==> src/rtl/fbus_pkg.sv <==
`timescale 1ns/1ps
package fbus_pkg;
  // strobes sent from control to datapath each clock
  typedef struct packed {
    logic capAddr;  // commit the address sampled one clock earlier
    logic capData;  // commit the data word sampled one clock earlier
    logic drive;    // drive the data bus from the array word
  } fbusStrobe_t;
endpackage

==> src/rtl/fbusCtrl.sv <==
`timescale 1ns/1ps
module fbusCtrl
  import fbus_pkg::*;
#(
  parameter int REC_CYCLES = 8
) (
  input  logic        clk,
  input  logic        rstN,
  input  logic        rpN,
  input  logic        ceN,
  input  logic        weN,
  input  logic        oeN,
  input  logic        leN,
  input  logic        odN,
  input  logic        peIdle,
  input  logic        standbyDis,
  output fbusStrobe_t strobe,
  output logic        standby,
  output logic        pwrDown,
  output logic        busReady
);
  localparam int CW = $clog2(REC_CYCLES + 2);

  // current sample (S) and previous sample (P) of the pins
  logic ceS, weS, oeS, leS, odS, rpS;
  logic ceP, weP, leP;
  logic [CW-1:0] recCnt;
  logic addrDone, badCycle, active;
  logic riseCe, riseWe, riseLe, fallCe, fallLe, violNow;

  always_ff @(posedge clk or negedge rstN) begin
    if (!rstN) begin
      ceS <= 1'b1; weS <= 1'b1; oeS <= 1'b1; leS <= 1'b1; odS <= 1'b0; rpS <= 1'b0;
      ceP <= 1'b1; weP <= 1'b1; leP <= 1'b1;
    end else begin
      ceS <= ceN; weS <= weN; oeS <= oeN; leS <= leN; odS <= odN; rpS <= rpN;
      ceP <= ceS; weP <= weS; leP <= leS;
    end
  end

  // recovery window after power-down release
  always_ff @(posedge clk or negedge rstN) begin
    if (!rstN) recCnt <= CW'(REC_CYCLES);
    else if (!rpS) recCnt <= CW'(REC_CYCLES);
    else if (recCnt != '0) recCnt <= recCnt - CW'(1);
  end

  assign active  = rpS && (recCnt == '0);
  assign riseCe  = ceS && !ceP;
  assign riseWe  = weS && !weP;
  assign riseLe  = leS && !leP;
  assign fallCe  = !ceS && ceP;
  assign fallLe  = !leS && leP;
  assign violNow = !ceS && (!oeS || odS);

  always_comb begin
    strobe.capAddr = active && !leP && !ceP && !addrDone && (riseLe || riseWe || riseCe);
    strobe.capData = active && !weP && !ceP && !badCycle && (riseWe || riseCe);
    strobe.drive   = active && !ceS && !oeS && odS && weS;
  end

  // one address commit per cycle; a new cycle starts on a strobe fall
  always_ff @(posedge clk or negedge rstN) begin
    if (!rstN) addrDone <= 1'b0;
    else if (!active || fallLe || fallCe) addrDone <= 1'b0;
    else if (strobe.capAddr) addrDone <= 1'b1;
  end

  // write qualification held until chip enable is released
  always_ff @(posedge clk or negedge rstN) begin
    if (!rstN) badCycle <= 1'b0;
    else if (!active || ceS) badCycle <= 1'b0;
    else if (violNow) badCycle <= 1'b1;
  end

  assign standby  = ceS && rpS && peIdle && !standbyDis;
  assign pwrDown  = !rpS;
  assign busReady = active;
endmodule

==> src/rtl/fbusDatapath.sv <==
`timescale 1ns/1ps
module fbusDatapath
  import fbus_pkg::*;
#(
  parameter int AW = 20,
  parameter int DW = 32
) (
  input  logic          clk,
  input  logic          rstN,
  input  fbusStrobe_t   strobe,
  input  logic [AW-1:0] addrIn,
  input  logic [DW-1:0] dqIn,
  input  logic [DW-1:0] readData,
  output logic [DW-1:0] dqOut,
  output logic          dqOe,
  output logic          cmdValid,
  output logic [AW-1:0] cmdAddr,
  output logic [DW-1:0] cmdData
);
  logic [AW-1:0] addrS, addrP;
  logic [DW-1:0] dqS, dqP;

  // samples aligned with the control pin samples
  always_ff @(posedge clk or negedge rstN) begin
    if (!rstN) begin
      addrS <= '0; addrP <= '0; dqS <= '0; dqP <= '0;
    end else begin
      addrS <= addrIn; addrP <= addrS;
      dqS   <= dqIn;   dqP   <= dqS;
    end
  end

  always_ff @(posedge clk or negedge rstN) begin
    if (!rstN) begin
      cmdAddr  <= '0;
      cmdData  <= '0;
      cmdValid <= 1'b0;
    end else begin
      if (strobe.capAddr) cmdAddr <= addrP;
      if (strobe.capData) cmdData <= dqP;
      cmdValid <= strobe.capData;
    end
  end

  assign dqOe  = strobe.drive;
  assign dqOut = strobe.drive ? readData : '0;
endmodule

==> src/rtl/fbusFrontEnd.sv <==
`timescale 1ns/1ps
module fbusFrontEnd
  import fbus_pkg::*;
#(
  parameter int AW         = 20,
  parameter int DW         = 32,
  parameter int REC_CYCLES = 8
) (
  input  logic          clk,
  input  logic          rstN,
  input  logic          rpN,
  input  logic          ceN,
  input  logic          weN,
  input  logic          oeN,
  input  logic          leN,
  input  logic          odN,
  input  logic [AW-1:0] addrIn,
  input  logic [DW-1:0] dqIn,
  input  logic [DW-1:0] readData,
  input  logic          peIdle,
  input  logic          standbyDis,
  output logic [DW-1:0] dqOut,
  output logic          dqOe,
  output logic          cmdValid,
  output logic [AW-1:0] cmdAddr,
  output logic [DW-1:0] cmdData,
  output logic          standby,
  output logic          pwrDown,
  output logic          busReady
);
  fbusStrobe_t strobe;

  fbusCtrl #(.REC_CYCLES(REC_CYCLES)) uCtrl (
    .clk(clk), .rstN(rstN), .rpN(rpN), .ceN(ceN), .weN(weN), .oeN(oeN),
    .leN(leN), .odN(odN), .peIdle(peIdle), .standbyDis(standbyDis),
    .strobe(strobe), .standby(standby), .pwrDown(pwrDown), .busReady(busReady)
  );

  fbusDatapath #(.AW(AW), .DW(DW)) uData (
    .clk(clk), .rstN(rstN), .strobe(strobe), .addrIn(addrIn), .dqIn(dqIn),
    .readData(readData), .dqOut(dqOut), .dqOe(dqOe), .cmdValid(cmdValid),
    .cmdAddr(cmdAddr), .cmdData(cmdData)
  );
endmodule

==> config.mk <==
export PLATFORM = sky130hd
export DESIGN_NAME = fbusFrontEnd
export DESIGN_NICKNAME = d
export VERILOG_FILES = /design/src/rtl/fbus_pkg.sv /design/src/rtl/fbusCtrl.sv /design/src/rtl/fbusDatapath.sv /design/src/rtl/fbusFrontEnd.sv
export SDC_FILE = /design/constraint.sdc
export NUM_CORES = 1
export LEC_CHECK = 0
export BUFFER_PORTS_ARGS = -buffer_cell sky130_fd_sc_hd__buf_2
export CELL_PAD_IN_SITES_DETAIL_PLACEMENT = 0
export CELL_PAD_IN_SITES_GLOBAL_PLACEMENT = 1
export CORE_ASPECT_RATIO = 0.5
export CORE_MARGIN = 2
export CORE_UTILIZATION = 40
export DETAILED_ROUTE_END_ITERATION = 10
export PLACE_DENSITY = 0.88
export SYNTH_ARGS = -nofsm -noshare
export SYNTH_HDL_FRONTEND = slang
export SYNTH_SLANG_ARGS = --single-unit
==> constraint.sdc <==
create_clock -name clk -period 4.2 [get_ports clk]
set_clock_uncertainty 0.15 [all_clocks]
set_input_delay 0.21 -clock clk [delete_from_list [all_inputs] [get_ports clk]]
set_output_delay 0.21 -clock clk [all_outputs]
set_load 0.05 [all_outputs]
==> results of run 1 <==
-- layout make-up --
type / instances / area, um2 / area share
Sequential cell: 172 / 4310 / 0.560
Multi-Input combinational cell: 113 / 1030 / 0.134
Timing Repair Buffer: 245 / 1540 / 0.200
Clock buffer: 22 / 474 / 0.0616
Tap cell: 170 / 213 / 0.0276
Clock inverter: 7 / 115 / 0.0149
Inverter: 5 / 18.8 / 0.00244
-- final timing paths --
path,startpoint,endpoint,slack [ps],cells after the start
max,uCtrl.recCnt[0]$_DFFE_PN0P_,dqOut[9],800,6
min,uData.addrS[18]$_DFF_PN0_,uData.addrP[18]$_DFF_PN0_,200,0
max reg2reg,uCtrl.recCnt[0]$_DFFE_PN0P_,uData.cmdData[23]$_DFFE_PN0P_,1560,6
min reg2reg,uData.addrS[18]$_DFF_PN0_,uData.addrP[18]$_DFF_PN0_,200,0
max in group asynchronous,rstN,uCtrl.weS$_DFF_PN1_,2540,3
min in group asynchronous,rstN,uData.dqS[15]$_DFF_PN0_,350,2
-- kinds of logic after synthesis --
kind of cell    Yosys count  synth area share
flops                   172             0.798
mux                      52             0.108
simple gates             51            0.0620
buf+inv                  14            0.0155
compound gates            8            0.0123
xor+xnor                  1           0.00162
fa+ha+maj                 1           0.00231
-- worst max-delay path: cells and delay by family, from the launching register on --
family	cells	cell delay [ps]
buffers and inverters	2	350
flip-flops	1	380
AND/OR/NAND/NOR	3	1670
adder cells (fa/ha/maj)	1	220
-- placed cells by master, fill, tap and decap left out --
cell,instances
dlygate4sd3_1,59
bufinv_16,3
nor4b_4,1
a21oi_1,1
inv_1,5
nor4_4,1
o21ai_0,1
clkbuf_16,17
nor3b_1,1
nor3_1,1
a21boi_0,2
clkinv_2,2
a2111oi_4,1
and4b_1,1
a311o_1,1
nand2_1,1
mux2_1,5
or3_1,2
or2_2,1
buf_2,181
nand2b_1,2
a211oi_1,1
buf_6,1
dfrtp_1,164
xnor2_1,1
dfstp_2,8
nand3b_1,1
nand4bb_1,1
and2_1,32
a211o_1,1
nor2_1,6
mux2_2,47
clkinvlp_4,2
ha_1,1
clkbuf_8,3
clkbuf_1,2
buf_4,4
-- sequential cells by signal (all words and copies together), names as in the netlist --
signal and flops:
uCtrl.addrDone 1, uCtrl.badCycle 1, uCtrl.ceP 1, uCtrl.ceS 1, uCtrl.leP 1, uCtrl.leS 1
uCtrl.odS 1, uCtrl.oeS 1, uCtrl.recCnt 4, uCtrl.rpS 1, uCtrl.weP 1, uCtrl.weS 1
uData.addrP 20, uData.addrS 20, uData.cmdAddr 20, uData.cmdData 32, uData.cmdValid 1, uData.dqP 32
uData.dqS 32
-- where the power goes --
group	switching (mW)	internal (mW)	leakage (nW)
Sequential	0.144	1.96	2.08
Clock	0.568	0.971	0.284
Combinational	1.09	0.424	1.53
Total	1.80	3.35	3.89
-- metrics by stage --
stage,instance area [um2],std cells,utilization
after global routing,7700,734,0.596
after detailed placement,6520,646,0.505
after CTS,7700,734,0.596
final,7700,734,0.596
after global placement,6520,646,0.505
after floorplan,5410,299,-
-- layer usage --
| metal | vias up | GRT usage |
|---|---|---|
| li1 | 1501 | - |
| met1 | 1617 | 0.167 |
| met3 | 9 | 0.0333 |
| met5 | - | 0 |
| met2 | 96 | 0.291 |
| met4 | 0 | 0.0658 |
-- what timing repair did --
| item | CTS | global route |
|---|---|---|
| endpoints found under the hold margin | 161 | 0 |
| setup buffers | 0 | 0 |
| hold buffers | 59 | 0 |
==> impl_metrics.tcl, run 1 <==
set metrics [dict create \
    status "complete, no violations" \
    fin_total_pwr_mw 5.15 \
    diodes 0 \
    synth-edff-count 0 \
    cts_resized 0 \
    slew_viol_final 0 \
    clk_transition_reported_paths_ps 60 \
    via_count 3223 \
    grt_pass1_vias 3452 \
    wl_met3_um 460 \
    grt_pass1_wl_um 16800 \
    yosysTopAreaCellShare 0.759 \
    path_class "reg -> out" \
    p_leak_nw 3.89 \
    timing.final.ws_setup_ps 803 \
    tightest_slew_ps 1030 \
    yosys_most_used_dff "dfrtp_1" \
    synth.most_common_cell "dfrtp_1" \
    m1WireLength_um 4070 \
    drc 0 \
    grt_antenna_before_repair 0 \
    netlist_area_um2 5410 \
    fp.coreArea_um2 12900 \
    min_period_ps 3400 \
    fin_crit_sh 0.809 \
    start_util 0.419 \
    start_kind "flop" \
    route.met2.wl_um 5820 \
    track_usage 0.152 \
    path_max_fanout 33 \
    hold_ws_ps 197 \
    rsz0062_at_grt "false" \
    critPathArrivalTime_ps 3040 \
    cts_tree "done" \
    max_freq_ghz 0.294 \
    end_kind "output port" \
    synthTopCellsByArea "dfrtp_1, mux2_2, dfstp_2" \
    area_growth_pct 42.5 \
    clk_latency_ps 400 \
    cts_buffers 17 \
    first_pass_iters 4 \
    powerDensity_nw_per_um2 669 \
    cts_root_buf "clkbuf_16" \
    yosysWarnings 0 \
    cts_max_level 4 \
    dp_slack_ps 1200 \
    cp.required_ps 3840 \
    io_pins 183 \
    syn_nets 394 \
    drt_iter0_markers 116 \
    gp_congestion 0.697 \
    syn_inst 299 \
    fp.dieW_um 168 \
    setup_viol 0 \
    grt_max_degree 111 \
    fin_nets 649 \
    ys_seq_area_frac 0.798 \
    hold_violations 0 \
    grt_overflow_total 0 \
    cap_violations 0 \
    viasPerCell 4.39 \
    cp_slowest_stage_delay_ps 1000 \
    num_rows 29 \
    ys_ff_latch 172 \
    port_buffers 182 \
    top_layer_used "met4" \
    postRouteAntennaNets 0 \
    wirelength_um 10500 \
    fillerInstances 970 \
    clk_path_buf_depth 2 \
    dp_hpwl_um 7230 \
    synth.avg_cell_area_um2 18.1 \
    synth_common_cells "dfrtp_1, mux2_2, and2_1, dfstp_2, nor2_1" \
    wl_per_cell_um 14.3 \
    synth.distinct_cells 31 \
    crit_chain "inv_1 -> ha_1 -> nand4bb_1 -> nor4_4 -> and2_1 -> buf_2" \
    drive_above_1_share 0.482 \
    worstHoldPathType "reg -> reg" \
    dieArea_um2 14500 \
    synthArstFlopShare 1.00 \
    ir_drop_v 0.000337 \
    relSlewSlack 0.308 \
    setup_tns_ps 0 \
    cts_sinks 172 \
    slowest_stage "nor4_4" \
    synth_largest_area_cell "dfrtp_1" \
    die_y_um 86.2 \
]
No activity file was read; power rests on OpenSTA's default activity.
==> run 2, diff against run 1 <==
- clock period: 4.2 -> 3.2 ns (I/O delays scaled with it)
==> run 2 against run 1 <==
  * Clock power rose by 33%
  * Non-clock buffer count up 2
  * Core utilization up 0.20 points
  * First-iteration DRC count is 6.0% higher
  * Via count grew 0.22%
  * Hold slack worse by 7.0 ps
  * Critical path type unchanged
  * Critical path depth is 1 higher
  * Largest power group unchanged
==> impl_metrics.tcl, run 2 (synthesized netlist as in run 1, its figures left out) <==
set metrics [dict create \
    start_kind "flop" \
    cts_tree "done" \
    dpl_cell_area_um2 6540 \
    io_pins 183 \
    wirelength_um 11100 \
    fin_crit_sh 0.936 \
    cp.required_ps 2890 \
    gp_congestion 0.718 \
    setup_tns_ps 0 \
    relSlewSlack 0.405 \
    cts_resized 0 \
    start_util 0.419 \
    path_class "reg -> out" \
    hold_path_depth 0 \
    final_cell_area_um2 7730 \
    layout_common_cells "buf_2, dfrtp_1, dlygate4sd3_1" \
    postCtsSetupBuffers 0 \
    viasPerCell 4.38 \
    cp_num_cells 7 \
    clk_transition_reported_paths_ps 70 \
    tightest_slew_ps 893 \
    ir_drop_v 0.000437 \
    final_cell_count_no_fill 738 \
    path_delay_family "simple AND/OR/NAND/NOR gates" \
    dp.cells 648 \
    wl_per_cell_um 15.1 \
    grt_antenna_before_repair 0 \
    worstHoldPathType "reg -> reg" \
    fin_total_pwr_mw 6.82 \
    track_usage 0.161 \
    fin_util 0.598 \
    path_max_fanout 33 \
    rsz0062_at_grt "false" \
    cts_buffers 17 \
    hold_ws_ps 190 \
    hold_violations 0 \
    setup_viol 0 \
    dieArea_um2 14500 \
    postRouteAntennaNets 0 \
    final_common_cell "buf_2" \
    via_count 3230 \
    path_buf_inv 3 \
    clk_latency_ps 410 \
    num_rows 29 \
    cts_max_level 4 \
    critPathArrivalTime_ps 2680 \
    reg.largest.list "uData.cmdData: 32 flops, uData.dqP: 32 flops, uData.dqS: 32 flops" \
    min_period_ps 2990 \
    powerDensity_nw_per_um2 882 \
    grt_pass1_vias 3520 \
    end_kind "output port" \
    port_buffers 182 \
    switchingPower_mw 2.43 \
    clockPowerShare 0.301 \
    drc 0 \
    p_leak_nw 3.90 \
    cts_root_buf "clkbuf_16" \
    slew_viol_final 0 \
    crit_chain "inv_1 -> ha_1 -> nand4bb_1 -> nor4_4 -> buf_4 -> and2_1 -> buf_2" \
    grt_overflow_total 0 \
    clk_path_buf_depth 2 \
    fin_nets 651 \
    grt_pass1_wl_um 17600 \
    ctsHoldBuffers 59 \
    rr_worst_depth 6 \
    max_freq_ghz 0.334 \
    diodes 0 \
    p_int_mw 4.39 \
    slowest_stage "nand4bb_1" \
    combPwrFrac 0.293 \
    drive_above_1_share 0.488 \
    dp_hpwl_um 7050 \
    fp.dieW_um 168 \
    switching_share 0.356 \
    timing.final.ws_setup_ps 206 \
    cap_violations 0 \
    dp_slack_ps 588 \
    first_pass_iters 4 \
    area_growth_pct 43.0 \
    fp.coreArea_um2 12900 \
    grt_max_degree 106 \
    status "complete, no violations" \
    die_y_um 86.2 \
    drt_iter0_markers 123 \
    cp_slowest_stage_delay_ps 450 \
    cts_sinks 172 \
    seq_power_share 0.406 \
]
run 2: changes by cell type in the layout (fill, tap and decap cells not counted), sizes merged:
cell	before	now
clkbuf	22	20
clkinvlp	2	4
buf	186	188
clkinv	2	4
run 2: metal layers:
metal / share of wire / vias to the layer above / track usage
met1: 0.39 / 1623 / 0.174
met2: 0.56 / 95 / 0.306
met3: 0.039 / 14 / 0.0311
li1: - / 1498 / -
met5: 0 / - / 0
met4: 0.016 / 0 / 0.0839
run 2: final timing paths:
check | from | to | slack (ps)
max reg2reg | uCtrl.recCnt[1]$_DFFE_PN0P_ | uData.cmdData[14]$_DFFE_PN0P_ | 550
max | uCtrl.recCnt[1]$_DFFE_PN0P_ | dqOut[5] | 210
min in group asynchronous | rstN | uData.cmdData[16]$_DFFE_PN0P_ | 300
max in group asynchronous | rstN | uData.addrP[7]$_DFF_PN0_ | 1670
min | uData.dqS[7]$_DFF_PN0_ | uData.dqP[7]$_DFF_PN0_ | 190
min reg2reg | uData.dqS[7]$_DFF_PN0_ | uData.dqP[7]$_DFF_PN0_ | 190
run 2: power by group through the flow:
stage | clock [mW] | sequential [mW] | combinational [mW]
final | 2.05 | 2.77 | 2.00
after global routing | 2.19 | 2.82 | 2.08
after CTS | 2.09 | 2.76 | 2.01
after detailed placement | 0 | 2.79 | 1.95
after global placement | 0 | 2.77 | 1.91
after floorplan | 0 | 3.80 | 0.386
run 2: area by class of cell:
class | instances | area [um2]
multi-input cells | 113 | 1030
repair buffers | 247 | 1550
inverters | 5 | 18.8
clock buffers | 20 | 457
fillers | 958 | 5190
flip-flops and latches | 172 | 4310
clock inverters | 11 | 144
well taps | 170 | 213
run 2: worst register-to-register path: stages (launching register included):
cell	delay, ps
dfrtp_1	390
inv_1	90
ha_1	220
nand4bb_1	450
nor4b_4	390
buf_4	440
mux2_2	410
